**src/rtl/ddr2_trk_pkg.sv**
```systemverilog
package ddr2_trk_pkg;

  localparam logic [3:0] C_NOP  = 4'd0;
  localparam logic [3:0] C_MRS  = 4'd1;
  localparam logic [3:0] C_EMRS = 4'd2;
  localparam logic [3:0] C_ACT  = 4'd3;
  localparam logic [3:0] C_RD   = 4'd4;
  localparam logic [3:0] C_WR   = 4'd5;
  localparam logic [3:0] C_RDA  = 4'd6;
  localparam logic [3:0] C_WRA  = 4'd7;
  localparam logic [3:0] C_PRE  = 4'd8;
  localparam logic [3:0] C_PREA = 4'd9;
  localparam logic [3:0] C_REF  = 4'd10;
  localparam logic [3:0] C_SREF = 4'd11;

  typedef enum logic [2:0] {
    D_INIT    = 3'd0,
    D_IDLE    = 3'd1,
    D_ACTIVE  = 3'd2,
    D_REFRESH = 3'd3,
    D_SELFREF = 3'd4,
    D_PRE_PD  = 3'd5,
    D_ACT_PD  = 3'd6
  } dev_state_e;

  typedef enum logic [1:0] {
    B_CLOSED  = 2'd0,
    B_OPENING = 2'd1,
    B_OPEN    = 2'd2,
    B_CLOSING = 2'd3
  } bank_state_e;

endpackage

```
**src/rtl/ddr2_bank_fsm.sv**
```systemverilog
module ddr2_bank_fsm
  import ddr2_trk_pkg::*;
#(
  parameter int RCD_CYC = 3,   // at least 2
  parameter int CW      = 4
) (
  input  logic          clk,
  input  logic          rst,
  input  logic          act_i,
  input  logic          ap_i,
  input  logic [CW-1:0] ap_len_i,
  input  logic          close_i,
  output bank_state_e   state_o
);

  bank_state_e   st_q;
  logic [CW-1:0] cnt_q;

  always_ff @(posedge clk) begin
    if (rst) begin
      st_q  <= B_CLOSED;
      cnt_q <= '0;
    end else if (close_i) begin
      st_q  <= B_CLOSED;
      cnt_q <= '0;
    end else if (act_i) begin
      st_q  <= B_OPENING;
      cnt_q <= CW'(RCD_CYC - 1);
    end else if (ap_i) begin
      st_q  <= B_CLOSING;
      cnt_q <= ap_len_i;
    end else begin
      case (st_q)
        B_OPENING: begin
          if (cnt_q == CW'(1)) st_q <= B_OPEN;
          cnt_q <= cnt_q - CW'(1);
        end
        B_CLOSING: begin
          if (cnt_q == CW'(1)) st_q <= B_CLOSED;
          cnt_q <= cnt_q - CW'(1);
        end
        default: cnt_q <= cnt_q;
      endcase
    end
  end

  assign state_o = st_q;

  assert_act_from_closed_R3: assert property (@(posedge clk) disable iff (rst)
    act_i |-> st_q == B_CLOSED) else $error("activate to non-closed bank");

  assert_ap_from_open_R7: assert property (@(posedge clk) disable iff (rst)
    ap_i |-> st_q == B_OPEN) else $error("auto-precharge on bank not open");

  assert_close_next_R8: assert property (@(posedge clk) disable iff (rst)
    close_i |=> st_q == B_CLOSED) else $error("bank not closed after close");

endmodule

```
**src/rtl/ddr2_burst_window.sv**
```systemverilog
module ddr2_burst_window #(
  parameter int MAX_LAT = 10,
  parameter int LW      = 4,
  parameter int HW      = 3
) (
  input  logic          clk,
  input  logic          rst,
  input  logic          issue_i,
  input  logic [LW-1:0] lat_i,
  input  logic [HW-1:0] half_i,
  output logic          valid_o
);

  logic [MAX_LAT-1:0] dl_q, dl_d;
  logic [HW-1:0]      left_q;

  always_comb begin
    dl_d = dl_q >> 1;
    if (issue_i) dl_d = dl_d | (MAX_LAT'(1) << (lat_i - LW'(1)));
  end

  always_ff @(posedge clk) begin
    if (rst) begin
      dl_q    <= '0;
      left_q  <= '0;
      valid_o <= 1'b0;
    end else begin
      dl_q <= dl_d;
      if (dl_q[0]) begin
        valid_o <= 1'b1;
        left_q  <= half_i - HW'(1);
      end else if (left_q != '0) begin
        valid_o <= 1'b1;
        left_q  <= left_q - HW'(1);
      end else begin
        valid_o <= 1'b0;
      end
    end
  end

  assert_lat_range_R5: assert property (@(posedge clk) disable iff (rst)
    issue_i |-> (lat_i >= LW'(1)) && (int'(lat_i) <= MAX_LAT))
    else $error("burst latency out of range");

  assert_window_ends_R6: assert property (@(posedge clk) disable iff (rst)
    (valid_o && left_q == '0 && !dl_q[0]) |=> !valid_o)
    else $error("data window overran");

endmodule

```
**src/rtl/ddr2_refresh_timer.sv**
```systemverilog
module ddr2_refresh_timer #(
  parameter int REFI_CYC = 1950,
  localparam int CW = $clog2(REFI_CYC + 1)
) (
  input  logic clk,
  input  logic rst,
  input  logic run_i,
  input  logic clear_i,
  output logic due_o
);

  logic [CW-1:0] cnt_q;

  always_ff @(posedge clk) begin
    if (rst || clear_i) cnt_q <= '0;
    else if (run_i && cnt_q != CW'(REFI_CYC)) cnt_q <= cnt_q + CW'(1);
  end

  assign due_o = (cnt_q == CW'(REFI_CYC));

  assert_due_clear_R12: assert property (@(posedge clk) disable iff (rst)
    clear_i |=> !due_o) else $error("refresh due not cleared");

  assert_due_hold_R12: assert property (@(posedge clk) disable iff (rst)
    (due_o && !clear_i) |=> due_o) else $error("refresh due dropped early");

endmodule

```
**src/rtl/ddr2_cmd_tracker.sv**
```systemverilog
module ddr2_cmd_tracker
  import ddr2_trk_pkg::*;
#(
  parameter int N_BANKS  = 8,
  parameter int RCD_CYC  = 3,
  parameter int RFC_CYC  = 5,
  parameter int REFI_CYC = 1950,
  parameter int MIN_CL   = 3,
  parameter int MAX_CL   = 6,
  parameter int MAX_AL   = 4,
  localparam int BA_W    = $clog2(N_BANKS),
  localparam int MAX_LAT = MAX_AL + MAX_CL,
  localparam int LW      = $clog2(MAX_LAT + 1),
  localparam int HW      = 3,
  localparam int AP_W    = $clog2(MAX_LAT + 4 + 1),
  localparam int RF_W    = $clog2(RFC_CYC + 1)
) (
  input  logic               clk,
  input  logic               rst,
  input  logic               cke_i,
  input  logic [3:0]         cmd_i,
  input  logic [BA_W-1:0]    bank_i,
  input  logic [3:0]         mode_i,
  output logic [2:0]         dev_state_o,
  output logic [N_BANKS-1:0] bank_open_o,
  output logic               illegal_o,
  output logic               rd_valid_o,
  output logic               wr_valid_o,
  output logic               refresh_due_o
);

  dev_state_e       st_q;
  logic [2:0]       cl_q, al_q;
  logic             bl8_q, got_mr_q, got_emr_q, illegal_q;
  logic [RF_W-1:0]  rfc_q;

  bank_state_e      bst [N_BANKS];
  bank_state_e      sel_st;
  logic             all_closed;
  logic             cl_ok, al_ok, ok, run_cmd;
  logic [LW-1:0]    rl, wl;
  logic [HW-1:0]    half;
  logic [AP_W-1:0]  ap_len;
  logic             acc_mrs, acc_emrs, acc_ref, acc_sref;
  logic             rd_issue, wr_issue;
  logic [N_BANKS-1:0] act_v, ap_v, close_v;

  // decode of current configuration and bank view
  always_comb begin
    all_closed = 1'b1;
    for (int i = 0; i < N_BANKS; i++)
      if (bst[i] != B_CLOSED) all_closed = 1'b0;
  end

  assign sel_st = bst[bank_i];
  assign cl_ok  = (int'(mode_i[2:0]) >= MIN_CL) && (int'(mode_i[2:0]) <= MAX_CL);
  assign al_ok  = int'(mode_i[2:0]) <= MAX_AL;
  assign rl     = LW'(al_q) + LW'(cl_q);
  assign wl     = rl - LW'(1);
  assign half   = bl8_q ? HW'(4) : HW'(2);
  assign ap_len = (cmd_i == C_RDA) ? AP_W'(rl) + AP_W'(half)
                                   : AP_W'(wl) + AP_W'(half);

  // legality of the presented command
  always_comb begin
    ok = (cmd_i == C_NOP);
    case (st_q)
      D_INIT: begin
        if (cke_i)
          ok = (cmd_i == C_NOP) || (cmd_i == C_PREA) ||
               (cmd_i == C_MRS && cl_ok) || (cmd_i == C_EMRS && al_ok);
      end
      D_IDLE: begin
        if (!cke_i) begin
          ok = (cmd_i == C_NOP) || (cmd_i == C_SREF && all_closed);
        end else begin
          case (cmd_i)
            C_NOP:  ok = 1'b1;
            C_MRS:  ok = all_closed && cl_ok;
            C_EMRS: ok = all_closed && al_ok;
            C_ACT:  ok = (sel_st == B_CLOSED);
            C_RD, C_WR, C_RDA, C_WRA: ok = (sel_st == B_OPEN);
            C_PRE:  ok = (sel_st == B_CLOSED) || (sel_st == B_OPEN);
            C_PREA: ok = 1'b1;
            C_REF:  ok = all_closed;
            default: ok = 1'b0;
          endcase
        end
      end
      default: ok = (cmd_i == C_NOP);
    endcase
  end

  assign run_cmd  = ok && (st_q == D_IDLE) && cke_i;
  assign acc_mrs  = ok && cke_i && (cmd_i == C_MRS) && (st_q == D_INIT || st_q == D_IDLE);
  assign acc_emrs = ok && cke_i && (cmd_i == C_EMRS) && (st_q == D_INIT || st_q == D_IDLE);
  assign acc_ref  = run_cmd && (cmd_i == C_REF);
  assign acc_sref = ok && !cke_i && (st_q == D_IDLE) && (cmd_i == C_SREF);
  assign rd_issue = run_cmd && (cmd_i == C_RD || cmd_i == C_RDA);
  assign wr_issue = run_cmd && (cmd_i == C_WR || cmd_i == C_WRA);

  // per-bank strobes and bank machines
  for (genvar g = 0; g < N_BANKS; g++) begin : g_bank
    assign act_v[g]   = run_cmd && (cmd_i == C_ACT) && (bank_i == BA_W'(g));
    assign ap_v[g]    = run_cmd && (cmd_i == C_RDA || cmd_i == C_WRA) && (bank_i == BA_W'(g));
    assign close_v[g] = run_cmd && ((cmd_i == C_PREA) ||
                                    (cmd_i == C_PRE && bank_i == BA_W'(g)));
    ddr2_bank_fsm #(.RCD_CYC(RCD_CYC), .CW(AP_W)) u_bank (
      .clk      (clk),
      .rst      (rst),
      .act_i    (act_v[g]),
      .ap_i     (ap_v[g]),
      .ap_len_i (ap_len),
      .close_i  (close_v[g]),
      .state_o  (bst[g])
    );
    assign bank_open_o[g] = (bst[g] != B_CLOSED);
  end

  // global device state and mode registers
  always_ff @(posedge clk) begin
    if (rst) begin
      st_q      <= D_INIT;
      cl_q      <= 3'(MIN_CL);
      al_q      <= 3'd0;
      bl8_q     <= 1'b0;
      got_mr_q  <= 1'b0;
      got_emr_q <= 1'b0;
      rfc_q     <= '0;
      illegal_q <= 1'b0;
    end else begin
      illegal_q <= illegal_q | !ok;
      if (acc_mrs) begin
        cl_q  <= mode_i[2:0];
        bl8_q <= mode_i[3];
      end
      if (acc_emrs) al_q <= mode_i[2:0];
      case (st_q)
        D_INIT: begin
          got_mr_q  <= got_mr_q | acc_mrs;
          got_emr_q <= got_emr_q | acc_emrs;
          if ((got_mr_q | acc_mrs) && (got_emr_q | acc_emrs)) st_q <= D_IDLE;
        end
        D_IDLE: begin
          if (acc_sref) begin
            st_q <= D_SELFREF;
          end else if (!cke_i && ok) begin
            st_q <= all_closed ? D_PRE_PD : D_ACT_PD;
          end else if (acc_ref) begin
            st_q  <= D_REFRESH;
            rfc_q <= RF_W'(RFC_CYC);
          end
        end
        D_REFRESH: begin
          if (rfc_q == RF_W'(1)) st_q <= D_IDLE;
          rfc_q <= rfc_q - RF_W'(1);
        end
        D_SELFREF, D_PRE_PD, D_ACT_PD: begin
          if (cke_i) st_q <= D_IDLE;
        end
        default: st_q <= D_INIT;
      endcase
    end
  end

  ddr2_burst_window #(.MAX_LAT(MAX_LAT), .LW(LW), .HW(HW)) u_rd_win (
    .clk (clk), .rst (rst), .issue_i (rd_issue), .lat_i (rl),
    .half_i (half), .valid_o (rd_valid_o)
  );

  ddr2_burst_window #(.MAX_LAT(MAX_LAT), .LW(LW), .HW(HW)) u_wr_win (
    .clk (clk), .rst (rst), .issue_i (wr_issue), .lat_i (wl),
    .half_i (half), .valid_o (wr_valid_o)
  );

  ddr2_refresh_timer #(.REFI_CYC(REFI_CYC)) u_refi (
    .clk     (clk),
    .rst     (rst),
    .run_i   (st_q != D_INIT && st_q != D_SELFREF),
    .clear_i (acc_ref || st_q == D_SELFREF),
    .due_o   (refresh_due_o)
  );

  assign illegal_o   = illegal_q;
  assign dev_state_o = (st_q == D_IDLE && !all_closed) ? D_ACTIVE : st_q;

  assert_sticky_R13: assert property (@(posedge clk) disable iff (rst)
    illegal_o |=> illegal_o) else $error("illegal flag cleared");

  assert_bad_keeps_state_R13: assert property (@(posedge clk) disable iff (rst)
    (st_q == D_IDLE && !ok) |=> st_q == D_IDLE) else $error("illegal command moved state");

  assert_init_closed_R1: assert property (@(posedge clk) disable iff (rst)
    st_q == D_INIT |-> bank_open_o == '0) else $error("bank open during init");

  assert_ref_closed_R9: assert property (@(posedge clk) disable iff (rst)
    st_q == D_REFRESH |-> bank_open_o == '0) else $error("bank open during refresh");

  assert_ppd_closed_R10: assert property (@(posedge clk) disable iff (rst)
    st_q == D_PRE_PD |-> bank_open_o == '0) else $error("bank open in precharge power-down");

  assert_selfref_hold_R11: assert property (@(posedge clk) disable iff (rst)
    (st_q == D_SELFREF && !cke_i) |=> st_q == D_SELFREF) else $error("left self refresh early");

endmodule

```
**config.mk**
```make
export PLATFORM = sky130hd
export DESIGN_NAME = ddr2_cmd_tracker
export DESIGN_NICKNAME = d
export VERILOG_FILES = /design/src/rtl/ddr2_trk_pkg.sv /design/src/rtl/ddr2_bank_fsm.sv /design/src/rtl/ddr2_burst_window.sv /design/src/rtl/ddr2_refresh_timer.sv /design/src/rtl/ddr2_cmd_tracker.sv
export SDC_FILE = /design/constraint.sdc
export NUM_CORES = 1
export LEC_CHECK = 0
export BUFFER_PORTS_ARGS = -buffer_cell sky130_fd_sc_hd__buf_4
export CAP_MARGIN = 5
export CORE_MARGIN = 4
export CORE_UTILIZATION = 30
export DETAILED_ROUTE_END_ITERATION = 7
export MAX_ROUTING_LAYER = met4
export PLACE_DENSITY = 0.44
export SETUP_SLACK_MARGIN = 0.5
export SYNTH_ARGS = -nofsm -noshare
export SYNTH_HDL_FRONTEND = slang
export SYNTH_SLANG_ARGS = --single-unit
```
**constraint.sdc**
```tcl
create_clock -name clk -period 3.5 [get_ports clk]
set_clock_uncertainty 0.15 [all_clocks]
set_input_delay 0 -clock clk [delete_from_list [all_inputs] [get_ports clk]]
set_output_delay 0 -clock clk [all_outputs]
set_load 0.005 [all_outputs]
```
==> results of run 1 <==
## what timing repair did
item	CTS	global route
endpoints found under the hold margin	24	0
resized for setup	25	17
hold buffers	10	0
buffers inserted	5	4
setup endpoints to repair	58	77
pin swaps	13	24
## cell usage after synthesis (all sizes together), types with 5 or more instances
master  count  area (um^2)
buf        17         80.1
or2        12         75.1
a31oi      11         68.8
nand2      42          160
xnor2      20          175
nand4       7         43.8
clkbuf     24         90.1
mux2i      19          190
nand2b     17          106
nor2b      17          106
nor4b       9         78.8
a21oi      55          275
o311a       5         50.1
nor4        8         56.3
nor3b      12         90.1
xor2       33          289
nor3       24          120
a211oi     23          185
nor2       88          330
nand3      15         75.1
o21ai      14         70.1
inv        39          146
a2bb2o      5         50.1
dfxtp     103         2060
ha         37          463
o31a        5         43.8
or3b        7         61.3
and3        8         50.1
## critical path, stage by stage (launching register included)
cell	delay (ns)
dfxtp_2	0.36
ha_4	0.14
inv_2	0.03
fa_2	0.62
inv_2	0.07
ha_4	0.27
mux2i_1	0.07
ha_2	0.21
fa_2	0.40
xnor2_4	0.16
xnor2_4	0.16
buf_12	0.17
a211oi_2	0.17
## metrics by stage
stage / worst slack, ns / power (mW)
2_1_floorplan: 0.503 / 1.56
3_3_place_gp: 0.0828 / 1.66
3_5_place_dp: -0.0309 / 1.67
4_1_cts: 0.423 / 2.76
5_1_grt: 0.305 / 2.86
6_report: 0.433 / 2.73
## cells by family after synthesis
| group | count (synthesis) | share of synthesized area |
|---|---|---|
| AO/OA/AOI/OAI | 160 | 0.187 |
| XOR/XNOR | 53 | 0.0736 |
| adder cells (fa/ha/maj) | 39 | 0.0798 |
| buffers and inverters | 82 | 0.0514 |
| flip-flops | 103 | 0.327 |
| multiplexers | 23 | 0.0409 |
| AND/OR/NAND/NOR | 286 | 0.240 |
## registers in the layout (all words and copies together) (netlist names), 3 cells and up
name and count:
st_q 3, u_wr_win.dl_q 10, u_rd_win.left_q 3, rfc_q 3
u_rd_win.dl_q 10, u_wr_win.left_q 3, g_bank.u_bank.state_o 16, al_q 3
g_bank.u_bank.cnt_q 32, cl_q 3, u_refi.cnt_q 11
## area by class of cell
| class | instances | area [um^2] | area share |
|---|---|---|---|
| clock inverter | 7 | 73.8 | 0.00982 |
| tap | 270 | 338 | 0.0450 |
| sequential | 103 | 2070 | 0.276 |
| timing repair buffer | 57 | 494 | 0.0658 |
| inverter | 41 | 156 | 0.0208 |
| multi-input combinational | 561 | 4160 | 0.553 |
| clock buffer | 9 | 225 | 0.0300 |
## per-layer routing
metal / vias to the layer above / track usage / part of all wire
li1: 2702 / - / -
met1: 2594 / 0.195 / 0.48
met2: 90 / 0.235 / 0.47
met3: 8 / 0.0277 / 0.039
met4: 0 / 0.0356 / 0.0077
met5: - / - / 0
## path summary, 6_finish.rpt
kind / start / end / slack [ns] / depth (start not counted)
setup / recovery: cl_q[0] / g_bank[4].u_bank.cnt_q[3] / 0.43 / 12
hold / removal: bank_i[0] / g_bank[2].u_bank.cnt_q[0] / 0.04 / 4
setup reg to reg: cl_q[0] / g_bank[4].u_bank.cnt_q[3] / 0.43 / 12
hold reg to reg: u_rd_win.dl_q[4] / u_rd_win.dl_q[3] / 0.28 / 2
## power by group through the flow
stage	Combinational, mW	Sequential, mW	Clock (mW)
after global placement	0.401	1.26	0
after global routing	0.498	1.24	1.13
after CTS	0.441	1.23	1.08
final	0.444	1.23	1.05
after floorplan	0.305	1.26	0
after detailed placement	0.413	1.26	0
==> summary.md, run 1 <==
| Metric | Value |
|---|---|
| Status | `complete, no violations` |
| Worst-Skew Late Latency | `0.36 ns` |
| Initial DRC Count | `230` |
| Share of cells above drive strength 1 | `0.181` |
| Pint | `1.91 mW` |
| RSZ-0062 raised after global routing | `true` |
| Non-filler cells, final | `1048` |
| CORE AREA | `0.0204 mm^2` |
| Synth Register Bits | `103` |
| Via count | `5394` |
| Register area share after synthesis | `0.327` |
| Initial antenna violation count | `0` |
| Dpl cells | `1013` |
| Leak pwr | `2.92 nW` |
| CTS sink cnt | `103` |
| Switching Share | `0.300` |
| P per Cell Area | `363 mW/mm^2` |
| Setup_tns | `0 ns` |
| Mapped Avg Cell Area | `8.45 um^2` |
| Type of origin of the critical path | `flip-flop` |
| Routed Antenna Nets | `0` |
| CTS tree | `yes` |
| Max Clk Rate | `326 MHz` |
| Pre-antenna DRT Iters | `4` |
| Die width | `153 um` |
| Yosys cell types | `79` |
| Fillers | `2116` |
| Worst slew pin tran | `0.772 ns` |
| Congestion Overflow GR | `0` |
| Post-DP Area | `0.00679 mm^2` |
| Tmin final | `3.07 ns` |
| Final setup viols | `0` |
| Detailed Route WL | `17000 um` |
| Number of flops mapped to enable cells by yosys | `0` |
| Relative slew slack | `0.483` |
| Total die area | `0.0234 mm^2` |
| Final HPWL DP | `11700 um` |
| Post-Syn Area | `0.00630 mm^2` |
| NetSw | `0.820 mW` |
| Ys Warns | `0` |
| CTS max path bufs | `2` |
| Worst setup EP type | `flip-flop` |
| Synth Flop Type | `dfxtp_1` |
| Comb power frac | `0.163` |
| Initial core utilization | `0.309` |
| Syn nets | `799` |
| Async SR Flop Fraction | `0` |
| Vias per inst | `5.15` |
| Clock Power Share | `0.386` |
| Commonest non-fill, non-tap cell in the layout | `dfxtp_1` |
| Crit Path Max Fanout | `8` |
| Worst endpoint required time | `3.63 ns` |
| Nets | `826` |
| CP arrival | `3.20 ns` |
| Hold Path Class | `input pin to flip-flop` |
| Synthesis-to-layout area growth | `19.2%` |
| Global-route wire length before repair | `27400 um` |
| Vias in the first global route | `5228` |
| Hold Fails Final Rpt | `0` |
| Die height | `153 um` |
| Diode count | `0` |
| Most frequent cells in the layout | `95 x dfxtp_1, 88 x nor2_1, 53 x a21oi_1` |
| Rows | `52` |
| Fin. max-slew vios | `0` |
| Syn Inst Count | `746` |
| VDD IR max | `232 uV` |
| Clk slew on worst S/H paths | `0.09 ns` |
| Crit path kind | `flip-flop to flip-flop` |
| GRT Total Usage | `0.148` |
| Largest net degree at the start of global routing | `47` |
| Final core occ | `0.368` |
| Final Cycle Share | `0.876` |
| Drt wl/cell | `16.2 um` |
| Max-cap violations | `0` |
| Routability cong. | `0.810` |
| CTS buffer count | `9` |
| Final instance area | `0.00751 mm^2` |
| # DRC | `0` |
| Hold slack | `0.0400 ns` |
| Clock Root Buffer | `clkbuf_16` |
| IO Count | `29` |
| Seq pwr share | `0.451` |
| H-tree depth | `3` |
| IO buf count | `28` |
(Power assumes the default switching activity.)
==> run 2, diff against run 1 <==
==> constraint.sdc (replaced) <==
create_clock -name clk -period 3.5 [get_ports clk]
set_clock_uncertainty 0.15 [all_clocks]
set_input_delay 0.35 -clock clk [delete_from_list [all_inputs] [get_ports clk]]
set_output_delay 0.35 -clock clk [all_outputs]
set_load 0.005 [all_outputs]
==> summary.md, run 2 (same netlist as run 1, synthesis figures left out) <==
| Metric | Value |
|---|---|
| Hold Fails Final Rpt | `0` |
| # DRC | `0` |
| Max-cap violations | `0` |
| CTS tree | `yes` |
| M2 GR Usage | `0.239` |
| Comb power frac | `0.160` |
| Total die area | `0.0234 mm^2` |
| Dpl cells | `1015` |
| IO Count | `29` |
| Fillers | `2136` |
| Max Clk Rate | `323 MHz` |
| Tmin final | `3.09 ns` |
| Leak pwr | `2.91 nW` |
| CTS buffer count | `9` |
| Drt wl/cell | `16.9 um` |
| Setup_tns | `0 ns` |
| Type of origin of the critical path | `flip-flop` |
| Crit Path Max Fanout | `8` |
| Hold slack | `0.0878 ns` |
| Worst slew pin tran | `0.739 ns` |
| Largest register FFs | `32` |
| Cell family with most CP delay | `adder cells` |
| Pint | `2.02 mW` |
| Busiest grt layer | `met2` |
| Largest net degree at the start of global routing | `47` |
| Via count | `5433` |
| Pre-antenna DRT Iters | `4` |
| Final setup viols | `0` |
| Routability cong. | `0.815` |
| Commonest non-fill, non-tap cell in the layout | `dfxtp_1` |
| Most frequent cells in the layout | `93 x dfxtp_1, 88 x nor2_1, 52 x buf_4` |
| VDD IR max | `250 uV` |
| Worst-Skew Late Latency | `0.35 ns` |
| GRT Total Usage | `0.153` |
| Final instance area | `0.00749 mm^2` |
| Clock Root Buffer | `clkbuf_16` |
| Detailed Route WL | `17700 um` |
| Crit path kind | `flip-flop to flip-flop` |
| P per Cell Area | `369 mW/mm^2` |
| Status | `complete, no violations` |
| NetSw | `0.743 mW` |
| CTS max path bufs | `2` |
| Final HPWL DP | `12300 um` |
| RSZ-0062 raised after global routing | `true` |
| CP arrival | `3.22 ns` |
| Final core occ | `0.366` |
| CTS sink cnt | `103` |
| Die height | `153 um` |
| Count of hold buffers inserted by post-cts repair | `0` |
| Initial antenna violation count | `0` |
| Initial DRC Count | `358` |
| H-tree depth | `3` |
| Initial core utilization | `0.309` |
| Final Cycle Share | `0.883` |
| Non-filler cells, final | `1044` |
| CORE AREA | `0.0204 mm^2` |
| Rows | `52` |
| IO buf count | `28` |
| Most flops, register | `g_bank.u_bank.cnt_q` |
| Clock Power Share | `0.393` |
| Nets | `823` |
| Vias in the first global route | `5422` |
| CP max-delay cell | `fa_2` |
| Routed Antenna Nets | `0` |
| Diode count | `0` |
| Hold Path Class | `input pin to flip-flop` |
| Worst setup EP type | `flip-flop` |
| Buf/Inv on CP | `3` |
| Grt met1 use | `0.206` |
| Met3 usage | `0.0294` |
| Global-route wire length before repair | `28500 um` |
| Vias per inst | `5.20` |
| Post-DP Area | `0.00681 mm^2` |
| Seq pwr share | `0.447` |
| Switching Share | `0.269` |
| Fin. max-slew vios | `0` |
| Worst endpoint required time | `3.63 ns` |
| Die width | `153 um` |
| Crit-path cells | `ha_4 -> inv_2 -> fa_2 -> inv_2 -> ha_4 -> mux2i_1 -> ha_2 -> fa_2 -> buf_4 -> nor3_4 -> nor3_2` |
| Relative slew slack | `0.505` |
| Clk slew on worst S/H paths | `0.07 ns` |
| Congestion Overflow GR | `0` |
| Synthesis-to-layout area growth | `18.8%` |
| Share of cells above drive strength 1 | `0.204` |
| Crit-path max cell delay | `0.73 ns` |
run 2: cell count changes in the layout (fill, tap and decap cells not counted), sizes merged:
cell         previous run  this run
bufinv                  0         2
clkinv                  4         5
clkinvlp                0         1
dlygate4sd3            10         0
inv                    44        39
buf                    47        54
run 2: per-layer routing:
metal  share of wire  up-vias  routed length (um)
met5               0        -                   0
met3           0.035       17                 619
met2            0.46       79                8150
met1            0.49     2642                8730
met4           0.011        0                 190
li1                -     2695                   -
run 2: final timing paths:
kind / from / end / slack [ns] / cells after the start
max: al_q[0] / g_bank[4].u_bank.cnt_q[2] / 0.41 / 11
min: mode_i[3] / bl8_q / 0.09 / 3
max reg2reg: al_q[0] / g_bank[4].u_bank.cnt_q[2] / 0.41 / 11
min reg2reg: u_rd_win.dl_q[8] / u_rd_win.dl_q[7] / 0.28 / 2
run 2: tightest hold or removal path, delay by kind of cell:
kind / cells / cell delay, ns
buf+inv: 1 / 0.08
mux: 1 / 0.05
simple gates: 1 / 0.07
run 2: final cells by class:
type	count	area, um^2	area share
Clock buffer	9	225	0.0301
Clock inverter	6	86.3	0.0115
Inverter	41	156	0.0209
Multi-Input combinational cell	561	4190	0.560
Sequential cell	103	2070	0.277
Tap cell	270	338	0.0451
Timing Repair Buffer	54	413	0.0551
run 2: through the flow:
stage	power, mW	worst slack [ns]
detailed placement	1.68	0.00353
global route	2.90	0.296
CTS	2.79	0.416
global placement	1.66	0.103
floorplan	1.56	0.503
finish	2.76	0.409
run 2: timing repair:
item | in CTS | in global routing
setup buffers | 7 | 7
setup endpoints to repair | 55 | 68
resized for setup | 23 | 32
pin swaps | 18 | 15
run 2: power by group through the flow:
stage	logic, mW	registers (mW)	clock network [mW]
6_report	0.442	1.23	1.09
5_1_grt	0.494	1.24	1.17
4_1_cts	0.433	1.23	1.13
3_5_place_dp	0.420	1.26	0
3_3_place_gp	0.404	1.26	0
2_1_floorplan	0.305	1.26	0
